File: config.mk
export PLATFORM = sky130hd
export DESIGN_NAME = pwr_evt_serializer
export DESIGN_NICKNAME = d
export VERILOG_FILES = /design/src/rtl/pwr_evt_serializer.sv
export SDC_FILE = /design/constraint.sdc
export NUM_CORES = 1
export LEC_CHECK = 0
export BUFFER_PORTS_ARGS = -buffer_cell sky130_fd_sc_hd__buf_2
export CORE_AREA = 2 2 67 69
export DETAILED_ROUTE_END_ITERATION = 8
export DIE_AREA = 0 0 69 71
export SLEW_MARGIN = 20
export SYNTH_ARGS = -nofsm -noshare
export SYNTH_HDL_FRONTEND = slang
export SYNTH_SLANG_ARGS = --single-unit
export TNS_END_PERCENT = 50
File: constraint.sdc
create_clock -name clk -period 2.3 [get_ports clk]
set_input_delay 0.345 -clock clk [delete_from_list [all_inputs] [get_ports clk]]
set_output_delay 0.345 -clock clk [all_outputs]
set_load 0.005 [all_outputs]
File: src/rtl/pwr_evt_serializer.sv
module pwr_evt_serializer #(
  parameter int unsigned IVL0 = 100,
  parameter int unsigned IVL1 = 250,
  parameter int unsigned IVL2 = 500,
  parameter int unsigned IVL3 = 1000
) (
  input  logic       clk,
  input  logic       rst_n,
  input  logic [7:0] evt_strobe,
  input  logic [7:0] evt_enable,
  input  logic [1:0] ivl_sel,
  input  logic       range_hit,
  output logic       ser_out
);

  localparam int unsigned M01  = (IVL0 > IVL1) ? IVL0 : IVL1;
  localparam int unsigned M23  = (IVL2 > IVL3) ? IVL2 : IVL3;
  localparam int unsigned RMAX = (M01 > M23) ? M01 : M23;
  localparam int CW = $clog2(RMAX + 1);

  typedef enum logic [2:0] {S_ARM, S_WAIT, S_ST1, S_ST2, S_DATA, S_END} st_t;

  st_t            st;
  logic [CW-1:0]  cnt;
  logic [CW-1:0]  reload;
  logic [7:0]     pkt, shreg, ev;
  logic [2:0]     bitc;
  logic           capture;

  assign ev      = (evt_strobe & evt_enable) | {6'b0, range_hit & evt_enable[1], 1'b0};
  assign capture = (st == S_WAIT) && (cnt == '0);
  assign ser_out = (st == S_ST1) || (st == S_ST2) || (st == S_END) ||
                   ((st == S_DATA) && shreg[7]);

  always_comb begin
    case (ivl_sel)
      2'd0:    reload = CW'(IVL0 - 1);
      2'd1:    reload = CW'(IVL1 - 1);
      2'd2:    reload = CW'(IVL2 - 1);
      default: reload = CW'(IVL3 - 1);
    endcase
  end

  always_ff @(posedge clk or negedge rst_n) begin
    if (!rst_n) begin
      st    <= S_ARM;
      cnt   <= '0;
      pkt   <= '0;
      shreg <= '0;
      bitc  <= '0;
    end else begin
      pkt <= capture ? 8'h00 : (pkt | ev);
      case (st)
        S_ARM: begin
          cnt <= reload;
          st  <= S_WAIT;
        end
        S_WAIT: begin
          if (capture) begin
            shreg <= pkt | ev;
            st    <= S_ST1;
          end else begin
            cnt <= cnt - 1'b1;
          end
        end
        S_ST1: st <= S_ST2;
        S_ST2: begin
          bitc <= '0;
          st   <= S_DATA;
        end
        S_DATA: begin
          shreg <= {shreg[6:0], 1'b0};
          bitc  <= bitc + 1'b1;
          if (bitc == 3'd7) st <= S_END;
        end
        S_END: begin
          cnt <= reload;
          st  <= S_WAIT;
        end
        default: st <= S_ARM;
      endcase
    end
  end

  assert_idle_low_R2: assert property (@(posedge clk) disable iff (!rst_n)
    (st == S_WAIT || st == S_ARM) |-> !ser_out);

  assert_count_down_R2: assert property (@(posedge clk) disable iff (!rst_n)
    (st == S_WAIT && cnt != '0) |=> (st == S_WAIT && cnt == $past(cnt) - 1'b1 && !ser_out));

  assert_start_two_R3: assert property (@(posedge clk) disable iff (!rst_n)
    capture |=> (ser_out && st == S_ST1));

  assert_start_hold_R3: assert property (@(posedge clk) disable iff (!rst_n)
    (st == S_ST1) |=> ser_out);

  assert_end_one_R5: assert property (@(posedge clk) disable iff (!rst_n)
    (st == S_END) |=> !ser_out);

  assert_keep_events_R9: assert property (@(posedge clk) disable iff (!rst_n)
    !capture |=> ((pkt & $past(ev)) == $past(ev)));

  assert_capture_all_R9: assert property (@(posedge clk) disable iff (!rst_n)
    capture |=> (shreg == ($past(pkt) | $past(ev))));

endmodule

# --- Word-level counts from Yosys, hierarchy flattened ---
# Index checks and enable logic that the tools add are counted.
word_totals:
  regBits: 32
  wordCells: 47
  out_inout_bits: 1
  input_bits: 21
op_classes:
  n_eq_ne: 11
  reduce_logical: 15
  muxes: 10
  addsub: 2
  bitwise: 4
ops:
  columns: ["operator", "count"]
  rows:
  - ["$pmux W10 S3", 1]
  - ["$pmux W10 S2", 1]
  - ["$mux W8", 2]
  - ["$pmux W8 S2", 1]
  - ["$pmux W3 S5", 1]
  - ["$logic_not A10 Y1", 1]
  - ["$mux W10", 1]
  - ["$sub A10 B1 Y10 const B", 1]
  - ["$eq A3 B3 Y1 const B", 3]
  - ["$and A8 B8 Y8", 1]
  - ["$or A8 B2 Y8", 1]
  - ["$or A8 B8 Y8", 1]
  - ["$eq A3 B2 Y1 const B", 2]
  - ["$mux W3", 2]
  - ["$pmux W3 S2", 1]
  - ["$reduce_and A2 Y1", 3]
  - ["$reduce_bool A2 Y1", 3]
  - ["$ne A2 B2 Y1 const B", 2]
  - ["$add A3 B1 Y3 const B", 1]
  - ["$eq A3 B1 Y1 const B", 1]
  - ["$logic_not A3 Y1", 1]
  - ["$logic_or A1 B1 Y1", 3]
  - ["$eq A2 B1 Y1 const B", 1]
  - ["$eq A2 B2 Y1 const B", 1]
  - ["5 further kinds", 6]

# --- Depth between registers and ports, before layout ---
depth:
  ltp_word: 5
  mapped_depth: 8
  depth_no_buf: 6

# --- Worst setup path before layout ---
# OpenSTA, ideal clock, no wires.
synth_timing:
  path_type: "register -> register"
  from: "register cnt[0]"
  to: "register shreg[5]"
  slack_ns: 0.689
  setup_ns: 0.126
  arrival_time_ns: 1.485
  t_required_ns: 2.174
  stages_incl_launch_ff: 8
  n_path_buf: 2
  synth_period_minus_slack_ns: 1.611
  cell_sequence: "dfrtp_1 inv_1 ha_1 nor2b_1 and4_1 buf_6 buf_6 a221o_1"
synth_via:
  elab_chain_len: 4
synth_rtl:
  columns: ["item", "line", "text"]
  rows:
  - ["from (decl)", "24", "logic [CW-1:0] cnt;"]
  - ["from (signal assigned)", "55", "cnt <= reload;"]
  - ["from (signal assigned)", "63", "cnt <= cnt - 1'b1;"]
  - ["from (signal assigned)", "77", "cnt <= reload;"]
  - ["$logic_not A10 Y1", "31", "assign capture = (st == S_WAIT) && (cnt == '0);"]
  - ["$logic_and A1 B1 Y1", "31", null]
  - ["$ne A2 B2 Y1 (no line)", null, null]
  - ["$reduce_and A2 Y1 (no line)", null, null]
  - ["to (signal assigned)", "60", "shreg <= pkt | ev;"]
  - ["to (signal assigned)", "72", "shreg <= {shreg[6:0], 1'b0};"]
  - ["to (decl)", "26", "logic [7:0] pkt, shreg, ev;"]
# Every way passes these cells.
# A chain may end at the register's enable or synchronous reset.

# --- Worst setup path in the final report ---
layout_timing:
  from: "register cnt[1]"
  to: "register shreg[5]"
# Same word-level chain as after synthesis.

==> impl_summary.txt <==
----------------------------------------------------
[Clock network]
  Setup Buffers After CTS ... 0
  Max clock buf depth ... 2
  Clock tree root buffer cell ... sky130_fd_sc_hd__clkbuf_8
  Clock tree sinks ... 32
  Source-to-sink clock delay at the later pin of the worst-skew pair ... roughly 0.28 ns
  Htree depth ... 2
  Hold-fix buffers at CTS ... 0
  Number of instances resized during post-cts repair ... 0
  Number of buffers added by the clock tree synthesis step ... 5
  Clock slew seen by the registers of the worst setup and hold paths ... approximately 0.070 ns
  TritonCTS clock tree ... yes

[Placed design]
  HPWL reported at the end of detailed placement ... approximately 2500 µm
  Cell total after placement ... approximately 230
  Weighted congestion at the end of routability-driven global placement ... ~0.93
  # port buffers ... 21

[Yosys]
  Largest family of logic cells by synthesized area ... simple AND/OR/NAND/NOR gates
  Share of the synthesized area in compound gates (AO/OA/AOI/OAI) ... 0.1777
  Number of instances in the synthesized netlist ... between 150 and 200
  Number of flops mapped to enable cells by yosys ... 0
  Sequential fraction of the synthesis area ... 0.4441
  Most frequently used flop master after synthesis ... sky130_fd_sc_hd__dfrtp_1
  Post-synthesis simple-gate area fraction ... 0.2165
  Synthesized netlist net count ... just under 200
  Post-synthesis mux area share ... 0.04511
  Async set-or-reset flop fraction in the synthesized netlist ... 1.000
  Synthesized-area fraction occupied by xor and xnor cells ... 0.009715
  Area of the mapped netlist ... 1803 µm²
  Post-Synth Adder-Cell Area ... 0.05552
  Ys Warns ... 0
  Average footprint of a synthesized cell ... ~11 µm²
  Number of different library cells in the post-synthesis netlist ... just over 50
  Count of state elements after synthesis ... 32

[Floorplan]
  Die span in y ... about 71 µm
  Number of placed I/O pins ... 22
  Rows ... 24
  Starting Density ... 0.4289
  Die Width ... a little under 70 µm
  Placeable core region ... approximately 4200 µm²
  Die Footprint ... 4899 µm²

[Worst setup path]
  Ordered list of cells on the worst path ... inv_1 -> ha_1 -> nor2b_1 -> and4_1 -> nor3b_1 -> a221o_1
  Critical Path End Type ... flip-flop
  Worst reg-to-reg path cell count ... 6
  Crit path launch type ... flip-flop
  Cell with the largest stage delay on the worst path ... sky130_fd_sc_hd__and4_1
  Worst r2r dst ... shreg[5]
  Maximum fanout encountered on the critical timing path ... 15
  Data required time at the worst endpoint ... 2.47 ns
  Endpoint arrival time on the critical path ... 2.22 ns
  Setup slack on the worst flop-to-flop path ... 0.25 ns
  Startpoint of the lowest-slack register-to-register path ... cnt[1]
  Max stage delay on crit path ... ~0.59 ns
  Crit Path Category ... reg -> reg

[Global routing]
  Congestion Overflow GR ... 0
  GR Layer Usage met2 ... 0.2575
  Vias in the first global route ... around 1300
  Wire length of the first global-routing pass ... ~6100 µm
  Peak-usage layer in the global routing report ... met2
  Number of antenna violations at the first check in global routing ... 0
  Tot GR Track Use ... 0.1583
  Met1 usage ... 0.2007
  Pin count of the biggest net entering global routing ... 33
  Met3 Resource Use GR ... 0.04131

[STA]
  Achievable Freq ... just under 500 MHz
  Worst Max-Slew Pin Slew ... approximately 0.7 ns
  Pins over their slew limit ... 0
  Final setup violating endpoints ... 0
  Setup TNS ... 0 ns
  Final hold violation count ... 0
  Setup repair after global routing missed its margin ... no
  Relative slew margins ... 0.5319
  Final critical path time including I/O delays and setup ... 2.047 ns
  Final worst path period share ... 0.8902
  Final setup skew ... 0.008311 ns

[Power and ir drop]
  PnR Total Power ... approximately 2.5 mW
  Cell area power density ... ~1200 nW/µm²
  Largest vdd supply drop ... about 0.53 mV
  Leakage power summed over all cells ... between 0.9 and 1 nW

[Min path]
  Worst min-delay path category ... in -> async

[Detailed routing]
  Routed wirelength normalized by instance count ... about 15 µm
  WL final ... between 3000 and 4000 µm
  Post-detailed-route via-to-cell ratio ... 5.620
  Via Count ... 1360
  Number of detailed-routing iterations run before antenna repair ... 4
  Number of nets with antenna violations after routing ... 0
  Post-route DRC ... 0
  Number of DRC markers in iteration 0 ... between 60 and 70

[Layout]
  Fraction of final layout cells with drive strength greater than 1 ... 0.2211
  Count of placed standard cells in the final layout, fillers left out ... about 240
  Number of antenna diodes ... 0
  NumNets Final ... 218
  Relative area change from synthesis to final layout ... 13.81%
  Final core utilization ... 0.4881

[Job]
  Max-cap check violation count ... 0

[Status]
  Status ... finished clean

----------------------------------------------------
==> logic make-up (layout without fill, tap and decap cells) <==
logic type               count (synthesis)  in the layout
AND/OR/NAND/NOR                         60             60
AO/OA/AOI/OAI                           42             42
flip-flops                              32             32
buffers and inverters                   16             38
adder cells (fa/ha/maj)                  8              8
multiplexers                             8              8
XOR/XNOR                                 2              2
==> layout make-up <==
type / instances / area [µm²]
Inverter: 6 / 22.52
Clock buffer: 7 / 96.34
Clock inverter: 1 / 30.03
Sequential cell: 32 / 800.8
Tap cell: 52 / 65.06
Timing Repair Buffer: 24 / 127.6
Fill cell: 412 / 2152
Multi-Input combinational cell: 120 / 909.6
==> worst max-delay path by stage <==
stage	cells past startpoint	end	from	slack, ns
CTS	6	shreg[5]	cnt[1]	0.25
floorplan	7	shreg[5]	cnt[0]	0.69
global placement	6	shreg[7]	cnt[1]	0.28
finish	6	shreg[5]	cnt[1]	0.25
global route	6	shreg[5]	cnt[1]	0.06
detailed placement	6	shreg[5]	cnt[1]	0.23
==> sequential cells by signal, indices dropped and copies added, names as in the netlist <==
| register | flops |
|---|---|
| bitc | 3 |
| cnt | 10 |
| pkt | 8 |
| shreg | 8 |
| st | 3 |
==> layer usage <==
| metal | wire length [µm] | up-vias |
|---|---|---|
| met5 | 0 | - |
| li1 | - | 660 |
| met1 | 1608 | 643 |
| met4 | 64 | 0 |
| met2 | 1693 | 50 |
| met3 | 203 | 7 |
==> worst max-delay path: cells and delay by family, from the launching register on <==
family,cells,cell delay (ns)
AND/OR/NAND/NOR,3,1.00
flip-flops,1,0.40
adder cells (fa/ha/maj),1,0.17
buffers and inverters,1,0.09
AO/OA/AOI/OAI,1,0.28
==> cell usage after synthesis (2+ instances only) <==
| cell | number | area [µm²] |
|---|---|---|
| sky130_fd_sc_hd__nor2b_1 | 2 | 12.51 |
| sky130_fd_sc_hd__mux2i_1 | 7 | 70.07 |
| sky130_fd_sc_hd__a22o_1 | 2 | 17.52 |
| sky130_fd_sc_hd__o211ai_1 | 7 | 52.55 |
| sky130_fd_sc_hd__xor2_1 | 2 | 17.52 |
| sky130_fd_sc_hd__buf_4 | 3 | 22.52 |
| sky130_fd_sc_hd__o2bb2ai_1 | 5 | 43.79 |
| sky130_fd_sc_hd__o21ai_1 | 2 | 10.01 |
| sky130_fd_sc_hd__nor2_1 | 17 | 63.81 |
| sky130_fd_sc_hd__inv_1 | 6 | 22.52 |
| sky130_fd_sc_hd__buf_2 | 5 | 25.02 |
| sky130_fd_sc_hd__nor3_1 | 4 | 20.02 |
| sky130_fd_sc_hd__and4_1 | 2 | 17.52 |
| sky130_fd_sc_hd__a21oi_1 | 9 | 45.04 |
| sky130_fd_sc_hd__nand2b_1 | 4 | 25.02 |
| sky130_fd_sc_hd__nand2_1 | 6 | 22.52 |
| sky130_fd_sc_hd__ha_1 | 8 | 100.1 |
| sky130_fd_sc_hd__o21ai_0 | 3 | 15.01 |
| sky130_fd_sc_hd__a221o_1 | 5 | 50.05 |
| sky130_fd_sc_hd__dfrtp_1 | 32 | 800.8 |
| sky130_fd_sc_hd__nor3b_1 | 6 | 45.04 |
| sky130_fd_sc_hd__buf_6 | 2 | 22.52 |
==> where the power goes <==
group	leakage, nW	switching (mW)	internal [mW]	total (mW)
Clock	0.0645	0.208	0.382	0.591
Combinational	0.476	0.502	0.472	0.974
Sequential	0.367	0.231	0.743	0.974
==> metrics by stage <==
step	setup slack (ns)	cell area, µm²	hold WS [ns]
3_5_place_dp	0.2330	1926	0.4492
6_report	0.2526	2052	0.1031
5_1_grt	0.06453	2052	0.1589
4_1_cts	0.2477	2052	0.1350
2_1_floorplan	0.6893	1803	0.04941
3_3_place_gp	0.2780	1926	0.4391
==> placed cells by master, fill, tap and decap left out, types with 2 or more instances in the layout <==
cell,instances
sky130_fd_sc_hd__dfrtp_1,32
sky130_fd_sc_hd__nor2_1,17
sky130_fd_sc_hd__nor2b_1,2
sky130_fd_sc_hd__o21ai_0,3
sky130_fd_sc_hd__a22o_1,2
sky130_fd_sc_hd__ha_1,8
sky130_fd_sc_hd__a21oi_1,9
sky130_fd_sc_hd__clkbuf_8,7
sky130_fd_sc_hd__nand2b_1,4
sky130_fd_sc_hd__nand2_1,6
sky130_fd_sc_hd__nor3_1,4
sky130_fd_sc_hd__o21ai_1,2
sky130_fd_sc_hd__buf_2,21
sky130_fd_sc_hd__buf_4,3
sky130_fd_sc_hd__xor2_1,2
sky130_fd_sc_hd__o2bb2ai_1,5
sky130_fd_sc_hd__nor3b_1,6
sky130_fd_sc_hd__a221o_1,5
sky130_fd_sc_hd__o211ai_1,7
sky130_fd_sc_hd__inv_1,6
sky130_fd_sc_hd__mux2i_1,7
sky130_fd_sc_hd__and4_1,2
Power figures use the tool's default switching activity.
